## src/rtl/ptsu_pkg.sv

```systemverilog
// Shared constants and helpers for the timestamp capture unit.
// Assumes direction index 0 is transmit and 1 is receive.
package ptsu_pkg;
    localparam int MT_W     = 4;   // message type width
    localparam int N_DIR    = 2;   // transmit and receive
    localparam int DIR_TX   = 0;
    localparam int DIR_RX   = 1;
    localparam int EVT_HI_W = 2;   // upper type bits that must be zero for an event

    // Decide whether a classified frame is a timing event (types 0..3)
    function automatic logic is_event(input logic ptp, input logic [MT_W-1:0] mtype);
        return ptp && (mtype[MT_W-1 -: EVT_HI_W] == '0);
    endfunction
endpackage

```

## src/rtl/ptsu_slot.sv

```systemverilog
// One-direction capture slot: latches tod on an event frame when free,
// flags a sticky overrun when an event finds the slot still pending.
// Assumes sof is a single-cycle strobe and clr/ovr_clr are write pulses.
module ptsu_slot
    import ptsu_pkg::*;
#(
    parameter int TS_W = 64
) (
    input  logic            clk,
    input  logic            rst_n,
    input  logic            sof,
    input  logic            ptp,
    input  logic [MT_W-1:0] mtype,
    input  logic [TS_W-1:0] tod,
    input  logic            clr,
    input  logic            ovr_clr,
    output logic [TS_W-1:0] stamp,
    output logic            pend,
    output logic            ovr
);
    logic cap;
    logic pend_keep;

    // Event detection and the pending state surviving this cycle's clear
    always_comb begin
        cap       = sof && is_event(ptp, mtype);
        pend_keep = pend && !clr;
    end

    // Capture register and pending flag
    always_ff @(posedge clk) begin
        if (!rst_n) begin
            stamp <= '0;
            pend  <= 1'b0;
        end else if (cap && !pend_keep) begin
            stamp <= tod;
            pend  <= 1'b1;
        end else begin
            pend  <= pend_keep;
        end
    end

    // Sticky overrun: a new loss wins over a clear in the same cycle
    always_ff @(posedge clk) begin
        if (!rst_n) begin
            ovr <= 1'b0;
        end else if (cap && pend_keep) begin
            ovr <= 1'b1;
        end else if (ovr_clr) begin
            ovr <= 1'b0;
        end
    end
endmodule

```

## src/rtl/ptsu_irq.sv

```systemverilog
// Interrupt mask with separate write-one enable and disable strobes and
// the combined request line. Assumes strobes are single-cycle writes.
module ptsu_irq #(
    parameter int N = 2
) (
    input  logic         clk,
    input  logic         rst_n,
    input  logic [N-1:0] en_set,
    input  logic [N-1:0] en_dis,
    input  logic [N-1:0] pend,
    output logic [N-1:0] en,
    output logic         irq
);
    // Mask register: disable dominates a simultaneous enable
    always_ff @(posedge clk) begin
        if (!rst_n) en <= '0;
        else        en <= (en | en_set) & ~en_dis;
    end

    // Request is any enabled pending source
    always_comb begin
        irq = |(pend & en);
    end
endmodule

```

## src/rtl/ptsu_top.sv

```systemverilog
// Timestamp capture unit top: one capture slot per direction and a shared
// interrupt mask. Bit 0 of every two-bit field is transmit, bit 1 receive.
// Assumes tod is stable around the clock edge and the classification is
// valid in the cycle of the start strobe.
module ptsu_top
    import ptsu_pkg::*;
#(
    parameter int TS_W = 64
) (
    input  logic                clk,
    input  logic                rst_n,
    input  logic [TS_W-1:0]     tod,
    input  logic                tx_sof,
    input  logic                tx_ptp,
    input  logic [MT_W-1:0]     tx_msg_type,
    input  logic                rx_sof,
    input  logic                rx_ptp,
    input  logic [MT_W-1:0]     rx_msg_type,
    input  logic                tx_stamp_rd,
    input  logic                rx_stamp_rd,
    input  logic [N_DIR-1:0]    int_en_set,
    input  logic [N_DIR-1:0]    int_dis_set,
    input  logic [N_DIR-1:0]    stat_clr,
    input  logic [N_DIR-1:0]    ovr_clr,
    output logic [TS_W-1:0]     tx_stamp,
    output logic [TS_W-1:0]     rx_stamp,
    output logic [N_DIR-1:0]    stat_pend,
    output logic [N_DIR-1:0]    stat_ovr,
    output logic [N_DIR-1:0]    int_en,
    output logic                irq
);
    logic [N_DIR-1:0]           sof_v;
    logic [N_DIR-1:0]           ptp_v;
    logic [N_DIR-1:0][MT_W-1:0] mt_v;
    logic [N_DIR-1:0]           rd_v;
    logic [N_DIR-1:0][TS_W-1:0] stamp_v;

    // Gather per-direction inputs into indexed vectors
    always_comb begin
        sof_v[DIR_TX] = tx_sof;       sof_v[DIR_RX] = rx_sof;
        ptp_v[DIR_TX] = tx_ptp;       ptp_v[DIR_RX] = rx_ptp;
        mt_v[DIR_TX]  = tx_msg_type;  mt_v[DIR_RX]  = rx_msg_type;
        rd_v[DIR_TX]  = tx_stamp_rd;  rd_v[DIR_RX]  = rx_stamp_rd;
    end

    for (genvar d = 0; d < N_DIR; d++) begin : g_dir
        ptsu_slot #(.TS_W(TS_W)) u_slot (
            .clk     (clk),
            .rst_n   (rst_n),
            .sof     (sof_v[d]),
            .ptp     (ptp_v[d]),
            .mtype   (mt_v[d]),
            .tod     (tod),
            .clr     (rd_v[d] | stat_clr[d]),
            .ovr_clr (ovr_clr[d]),
            .stamp   (stamp_v[d]),
            .pend    (stat_pend[d]),
            .ovr     (stat_ovr[d])
        );
    end

    ptsu_irq #(.N(N_DIR)) u_irq (
        .clk    (clk),
        .rst_n  (rst_n),
        .en_set (int_en_set),
        .en_dis (int_dis_set),
        .pend   (stat_pend),
        .en     (int_en),
        .irq    (irq)
    );

    // Present capture registers on the named outputs
    always_comb begin
        tx_stamp = stamp_v[DIR_TX];
        rx_stamp = stamp_v[DIR_RX];
    end
endmodule

```

## config.mk

```make
export PLATFORM = sky130hd
export DESIGN_NAME = ptsu_top
export DESIGN_NICKNAME = d
export VERILOG_FILES = /design/src/rtl/ptsu_pkg.sv /design/src/rtl/ptsu_slot.sv /design/src/rtl/ptsu_irq.sv /design/src/rtl/ptsu_top.sv
export SDC_FILE = /design/constraint.sdc
export NUM_CORES = 1
export LEC_CHECK = 0
export BUFFER_PORTS_ARGS = -buffer_cell sky130_fd_sc_hd__buf_2
export CORE_ASPECT_RATIO = 1.1
export CORE_MARGIN = 2
export CORE_UTILIZATION = 35
export DETAILED_ROUTE_END_ITERATION = 10
export HOLD_SLACK_MARGIN = 0.02
export PLACE_DENSITY_LB_ADDON = 0.05
export SKIP_LAST_GASP = 1
export SYNTH_ARGS = -nofsm -noshare
export SYNTH_HDL_FRONTEND = slang
export SYNTH_SLANG_ARGS = --single-unit
```

## constraint.sdc

```tcl
create_clock -name clk -period 1.4 [get_ports clk]
set_clock_uncertainty 0.05 [all_clocks]
set_input_delay 0.07 -clock clk [delete_from_list [all_inputs] [get_ports clk]]
set_output_delay 0.07 -clock clk [all_outputs]
set_load 0.01 [all_outputs]
```

Yosys cells after proc, flatten, opt, wreduce, memory -nomap -nowiden --
Cells that the tools add are included.
Storage, ports and cells: register bits after elaboration 134, bits of input ports 88, word-level logic and storage cells 38
Cells by class: mux-type cells 6, bitwise gates (word level) 6, reduce and logical (&&, ||, !) cells 19
Operators by type and width (number):
- logical AND 1 bit | 10
- 2-to-1 mux 1 bit | 6
- AND 2 bit | 2
- logical NOT 1 bit | 4
- logical NOT 2 bit | 2
- nonzero test 2 bit | 2
- inverter 2 bit | 1
- OR 1 bit | 2
- OR 2 bit | 1
- OR reduction 2 bit | 1

Depth between registers and ports, before layout --
Gate-level depths: netlist of the first run.
word-level depth 6, gate-level depth with buffers 5

Modules after synthesis --
A second synthesis of the first run with hierarchy kept.
Second synthesis, totals: cell total of the unflattened synthesis 581, area total of the unflattened synthesis 5486.5 sq um
By module, submodules not included:
- ptsu_slot | times used 2, cells each 286, area each 2696.3 sq um, sequential area each 1321.3 sq um
- ptsu_irq | times used 1, cells each 7, area each 81.3 sq um, sequential area each 40.0 sq um
- ptsu_top | times used 1, cells each 2, area each 12.5 sq um, sequential area each 0.0 sq um

Worst setup path after synthesis of the first run --
No wires, ideal clock.
path type register to register, start point reg g_dir[1].u_slot.pend, end point reg g_dir[1].u_slot.stamp[10], library setup time 0.072 ns, data arrival time 1.143 ns, required time 1.278 ns, path slack 0.136 ns, stages on the path, launching flop included 6, cells stage by stage dfxtp_1 > nor3b_2 > nand2b_1 > buf_6 > buf_12 > mux2i_1
On the way: longest elaborated chain between the ends 3
RTL lines:
- start, declared | RTL line ptsu_slot.sv:18 | output logic pend,
- start signal, assigned | RTL line ptsu_slot.sv:39 | pend <= pend_keep;
- logical AND 1 bit | RTL line ptsu_slot.sv:27 | pend_keep = pend && !clr;
- logical NOT 1 bit | RTL line ptsu_slot.sv:35 | end else if (cap && !pend_keep) begin
- logical AND 1 bit | RTL line ptsu_slot.sv:35
- end signal, assigned | RTL line ptsu_slot.sv:36 | stamp <= tod;
- end, declared | RTL line ptsu_slot.sv:17 | output logic [TS_W-1:0] stamp,
No other way between the ends. A chain may end at the register's enable or synchronous reset.

Worst setup path in the final report of the first run --
start point reg g_dir[0].u_slot.pend, end point reg g_dir[0].u_slot.stamp[55]
On the way: longest elaborated chain between the ends 3
RTL lines (RTL line):
- start, declared | ptsu_slot.sv:18
- start signal, assigned | ptsu_slot.sv:39
- logical AND 1 bit | ptsu_slot.sv:27
- logical NOT 1 bit | ptsu_slot.sv:35
- logical AND 1 bit | ptsu_slot.sv:35
- end signal, assigned | ptsu_slot.sv:36
- end, declared | ptsu_slot.sv:17
No other way between the ends.

==> qor.csv, run 1 <==
stage,metric,value,unit
logic_synthesis,syn-num-nets,601,
final_layout,final_cell_area,7940,um2
global_route,antenna_found_initial,0,
floorplanning,ios,223,
detailed_routing,wire_per_inst,14.4,um
timing,period_share,0.949,
power_and_ir_drop,leakagePower,4.03,nW
final_layout,utilization,0.547,
power_and_ir_drop,power_density,1150,nW/um2
placement,dp_hpwl,9220,um
global_route,grt_max_degree,71,
final_layout,register_area,2680,um2
detailed_routing,routed_via_density,4.43,
hold_path,worstHoldPathType,in -> reg,
critical_path,worstPathArrival,1.57,ns
critical_path,start_kind,flop,
timing,rsz0062_at_grt,yes,
detailed_routing,vias,4497,
timing,fin_crit,1.33,ns
global_route,grt_pass1_vias,4392,
logic_synthesis,synth_area,5230,um2
final_layout,final_common_cell,buf_2,
final_layout,nets,897,
power_and_ir_drop,ir_worst_vdd,0.766,mV
logic_synthesis,ys_seq_area_frac,0.513,
critical_path,path_class,reg -> reg,
floorplanning,coreArea,14500,um2
placement,placed_cell_area,6370,um2
detailed_routing,wirelength,14600,um
floorplanning,die_h,132,um
floorplanning,fp.dieW,121,um
timing,slew_headroom,0.694,
timing,hold_violations,0,
cts,cts_tree,done,
cts,root_buffer,clkbuf_16,
global_route,grt_usage,0.172,
logic_synthesis,yosysWarnings,0,
global_route,grt_pass1_wl,21700,um
final_layout,layout-drive-gt1-share,0.341,
critical_path,critPathCaptureType,flop,
detailed_routing,post-route-drc-count,0,
timing,fmax,753,MHz
placement,portBuffers,218,
critical_path,crit_fanout,15,
cts,numCtsBuffers,17,
detailed_routing,drt_iter0_markers,173,
detailed_routing,drt_pre_antenna_iters,6,
logic_synthesis,synthCells,513,
global_route,overflow,0,
final_layout,multi_input_area,2170,um2
logic_synthesis,synth-seq-cells,134,
logic_synthesis,avgSynthCellArea,10.2,um2
placement,place_ws,0.0142,ns
final_layout,antenna_cells,0,
floorplanning,core.rowCount,46,
timing,layout_setup_ws,0.0717,ns
cts,worstSkewPairLatency,0.41,ns
floorplanning,initial_core_util,0.361,
timing,drv_slew,0,
timing,setup_viol,0,
final_layout,mostFrequentLayoutCells,"217 x buf_2, 192 x nand2_1, 133 x dfxtp_1, 128 x mux2i_1, 72 x dlygate4sd3_1",
final_layout,fillers,1378,
timing,tightest_slew,0.458,ns
flow_run,drv_cap,0,
run_status,run_status,finished clean,
detailed_routing,postRouteAntennaNets,0,
cts,numClockSinks,134,
critical_path,required,1.64,ns
cts,worst_setup_hold_path_clk_slew,0.05,ns
logic_synthesis,synth_cell_types,19,
cts,cts_max_level,4,
final_layout,area_growth_syn_to_layout,51.8,%
placement,gp_congestion,0.762,
floorplanning,dieArea,15900,um2
critical_path,rrSetupSlack,0.07,ns
cts,clockBufferDepth,2,
-- repair_timing --
action	in CTS	in global routing
buffers inserted	0	7
gates resized for setup	0	3
hold buffers	72	0
setup endpoints to repair	0	60
endpoints found under the hold margin	132	0
-- registers in the layout, summed over array words and instances (netlist names) --
signal              flops
g_dir.u_slot.stamp    128
g_dir.u_slot.ovr        2
u_irq.en                2
g_dir.u_slot.pend       2
-- Yosys cell counts, drive strengths merged --
| master | count | area (um2) |
|---|---|---|
| nand2 | 192 | 721 |
| dfxtp | 134 | 2680 |
| mux2i | 128 | 1280 |
| buf | 22 | 327 |
| clkbuf | 18 | 67.6 |
| nor2b | 5 | 38.8 |
| nor3b | 4 | 40.0 |
| a21oi | 2 | 10.0 |
| and4bb | 2 | 25.0 |
| nor2 | 2 | 7.51 |
| o21a | 2 | 15.0 |
| a22o | 1 | 8.76 |
| nand2b | 1 | 6.26 |
-- final timing paths --
kind | from | endpoint | depth (start not counted)
min reg2reg | g_dir[0].u_slot.stamp[52] | g_dir[0].u_slot.stamp[52] | 2
max reg2reg | g_dir[0].u_slot.pend | g_dir[0].u_slot.stamp[55] | 5
max | g_dir[0].u_slot.pend | g_dir[0].u_slot.stamp[55] | 5
min | rx_stamp_rd | g_dir[1].u_slot.pend | 4
-- report_power, final --
part           switching, mW  internal, mW  leakage (nW)
clock network           1.59          2.80         0.290
registers             0.0394          3.90          1.09
logic                  0.376         0.433          2.65
-- critical path, cell delays in order (launching register included) --
cell	delay, ns
dfxtp_1	0.36
nor3b_4	0.26
nor2b_4	0.07
buf_4	0.15
clkbuf_16	0.19
mux2i_1	0.13
-- cells by family (layout without fill, tap and decap cells) --
| logic type | Yosys count | after routing | share of synthesized area |
|---|---|---|---|
| AO/OA/AOI/OAI | 5 | 5 | 0.00646 |
| buffers and inverters | 40 | 349 | 0.0754 |
| flip-flops | 134 | 134 | 0.513 |
| multiplexers | 128 | 128 | 0.245 |
| AND/OR/NAND/NOR | 206 | 206 | 0.160 |
-- final cells by class --
type                    instances  share of cell area
flip-flops and latches        134               0.338
clock inverters                 8              0.0121
clock buffers                  24              0.0619
multi-input cells             339               0.274
well taps                     192              0.0303
repair buffers                317               0.284
-- per-layer routing --
layer | up-vias | wire length [um] | track usage
met1 | 2076 | 6050 | 0.189
met5 | - | 0 | 0
li1 | 2271 | - | -
met4 | 0 | 333 | 0.0775
met3 | 23 | 916 | 0.0593
met2 | 127 | 7300 | 0.298
-- metrics by stage --
step | power (mW) | instances | hold WS (ns) | setup TNS (ns)
floorplan | 4.38 | 513 | 0.0961 | 0
global placement | 4.61 | 895 | 0.183 | 0
detailed placement | 4.63 | 895 | 0.184 | 0
CTS | 9.22 | 999 | 0.0356 | 0
global route | 9.52 | 1014 | 0.0557 | -0.122
finish | 9.14 | 1014 | 0.0689 | 0
(Power assumes the default switching activity.)
==> run 2: changes to the inputs <==
- BUFFER_PORTS_ARGS: -buffer_cell sky130_fd_sc_hd__buf_2 -> not set
- DONT_BUFFER_PORTS: not set -> 1
==> run 2 against run 1 <==
  * Synthesized cell count unchanged
  * Synthesized area unchanged
  * The run now fails in clock tree synthesis (4_1_cts)
==> qor.csv, run 2 <==
stage,metric,value,unit,change
run_status,run_status,stopped before the end,,was finished clean
run_status,flow.stopped_at,clock tree synthesis (4_1_cts),,
run_status,error,[ERROR RSZ-0060] Max buffer count reached.,,
logic_synthesis,synthCells,513,,unchanged
logic_synthesis,syn-num-nets,601,,unchanged
logic_synthesis,synthArstFlopShare,0,,unchanged
placement,dp_hpwl,8060,um,was 9220 um
floorplanning,ios,223,,unchanged
cts,numCtsBuffers,17,,unchanged
cts,post_cts_buffers,0,,unchanged
cts,cts_max_level,4,,unchanged
logic_synthesis,synth_area_leaders,"dfxtp_1 51%, mux2i_1 24%, nand2_1 14%",,unchanged
logic_synthesis,synth-seq-cells,134,,unchanged
floorplanning,core.rowCount,46,,unchanged
logic_synthesis,synth_ff_type,dfxtp_1,,unchanged
logic_synthesis,yosysWarnings,0,,unchanged
placement,gp_congestion,0.792,,was 0.762
placement,placed_cell_area,5240,um2,was 6370 um2
logic_synthesis,ys_seq_area_frac,0.513,,unchanged
logic_synthesis,yosysMostFrequentCell,nand2_1,,unchanged
logic_synthesis,synth-edff-count,0,,unchanged
logic_synthesis,synth_area,5230,um2,unchanged
floorplanning,fp.dieW,121,um,unchanged
placement,portBuffers,0,,was 218
cts,clockBufferDepth,2,,unchanged
logic_synthesis,yosysTopAreaCellShare,0.513,,unchanged
logic_synthesis,avgSynthCellArea,10.2,um2,unchanged
cts,post_cts_resized,0,,unchanged
floorplanning,die_h,132,um,unchanged
cts,root_buffer,clkbuf_16,,unchanged
logic_synthesis,synth_top_area_cell,dfxtp_1,,unchanged
logic_synthesis,synth_common_cells,"192 x nand2_1, 134 x dfxtp_1, 128 x mux2i_1",,unchanged
cts,cts-hold-fix-buffers,142,,was 72
logic_synthesis,synth_cell_types,19,,unchanged
cts,numClockSinks,134,,unchanged
floorplanning,initial_core_util,0.361,,unchanged
run 2: cells by family after synthesis:
| group | after synthesis | share of synthesized area |
|---|---|---|
| AOI/OAI and AO/OA | 5 | 0.00646 |
| buffers and inverters | 40 | 0.0754 |
| DFF | 134 | 0.513 |
| muxes | 128 | 0.245 |
| and+or+nand+nor | 206 | 0.160 |
run 2: stage by stage:
step | worst slack, ns | util | instances
2_1_floorplan | 0.136 | - | 513
3_3_place_gp | 0.0688 | 0.361 | 676
3_5_place_dp | 0.0353 | 0.361 | 676
==> run 3: changes to the inputs <==
- CORE_ASPECT_RATIO: 1.1 -> not set
- CORE_UTILIZATION: 35 -> 20
- HOLD_SLACK_MARGIN: 0.02 -> not set
- PLACE_DENSITY_LB_ADDON: 0.05 -> 0.15
==> run 3 against run 2 <==
  * The run again fails in clock tree synthesis (4_1_cts)
  * Synthesized area unchanged
  * Synthesized cell count unchanged
==> qor.csv, run 3 <==
stage,metric,value,unit,change
logic_synthesis,synth_common_cells,"192 x nand2_1, 134 x dfxtp_1, 128 x mux2i_1",,unchanged
cts,numCtsBuffers,17,,unchanged
floorplanning,initial_core_util,0.202,,was 0.361
cts,root_buffer,clkbuf_16,,unchanged
run_status,flow.stopped_at,clock tree synthesis (4_1_cts),,unchanged
cts,post_cts_buffers,0,,unchanged
logic_synthesis,synth_area,5230,um2,unchanged
logic_synthesis,synthArstFlopShare,0,,unchanged
run_status,run_status,stopped before the end,,unchanged
floorplanning,ios,223,,unchanged
logic_synthesis,ys_seq_area_frac,0.513,,unchanged
cts,post_cts_resized,1,,was 0
floorplanning,fp.dieW,166,um,was 121 um
floorplanning,die_h,166,um,was 132 um
cts,numClockSinks,134,,unchanged
cts,cts_max_level,4,,unchanged
cts,cts-hold-fix-buffers,171,,was 142
logic_synthesis,yosysMostFrequentCell,nand2_1,,unchanged
logic_synthesis,synthCells,513,,unchanged
logic_synthesis,synth-edff-count,0,,unchanged
placement,dp_hpwl,8860,um,was 8060 um
logic_synthesis,synth-seq-cells,134,,unchanged
placement,place_ws,-0.0222,ns,was 0.0353 ns
logic_synthesis,yosysTopAreaCellShare,0.513,,unchanged
logic_synthesis,synth_cell_types,19,,unchanged
logic_synthesis,yosysWarnings,0,,unchanged
logic_synthesis,synth_ff_type,dfxtp_1,,unchanged
run_status,error,[ERROR RSZ-0060] Max buffer count reached.,,unchanged
logic_synthesis,synth_top_area_cell,dfxtp_1,,unchanged
placement,portBuffers,0,,unchanged
logic_synthesis,synth_area_leaders,"dfxtp_1 51%, mux2i_1 24%, nand2_1 14%",,unchanged
logic_synthesis,avgSynthCellArea,10.2,um2,unchanged
cts,clockBufferDepth,2,,unchanged
placement,placed_cell_area,5410,um2,was 5240 um2
placement,gp_congestion,0.740,,was 0.792
logic_synthesis,syn-num-nets,601,,unchanged
floorplanning,core.rowCount,59,,was 46
## run 3: cell counts after synthesis
No cell type changed its count.
## run 3: cells by family after synthesis
logic type	Yosys count	synth area share
AND/OR/NAND/NOR	206	0.160
flip-flops	134	0.513
multiplexers	128	0.245
buffers and inverters	40	0.0754
AO/OA/AOI/OAI	5	0.00646
## run 3: metrics by stage
step | hold slack (ns) | utilization | cells
detailed placement | 0.0994 | 0.209 | 821
global placement | 0.0966 | 0.209 | 821
floorplan | 0.0961 | - | 513
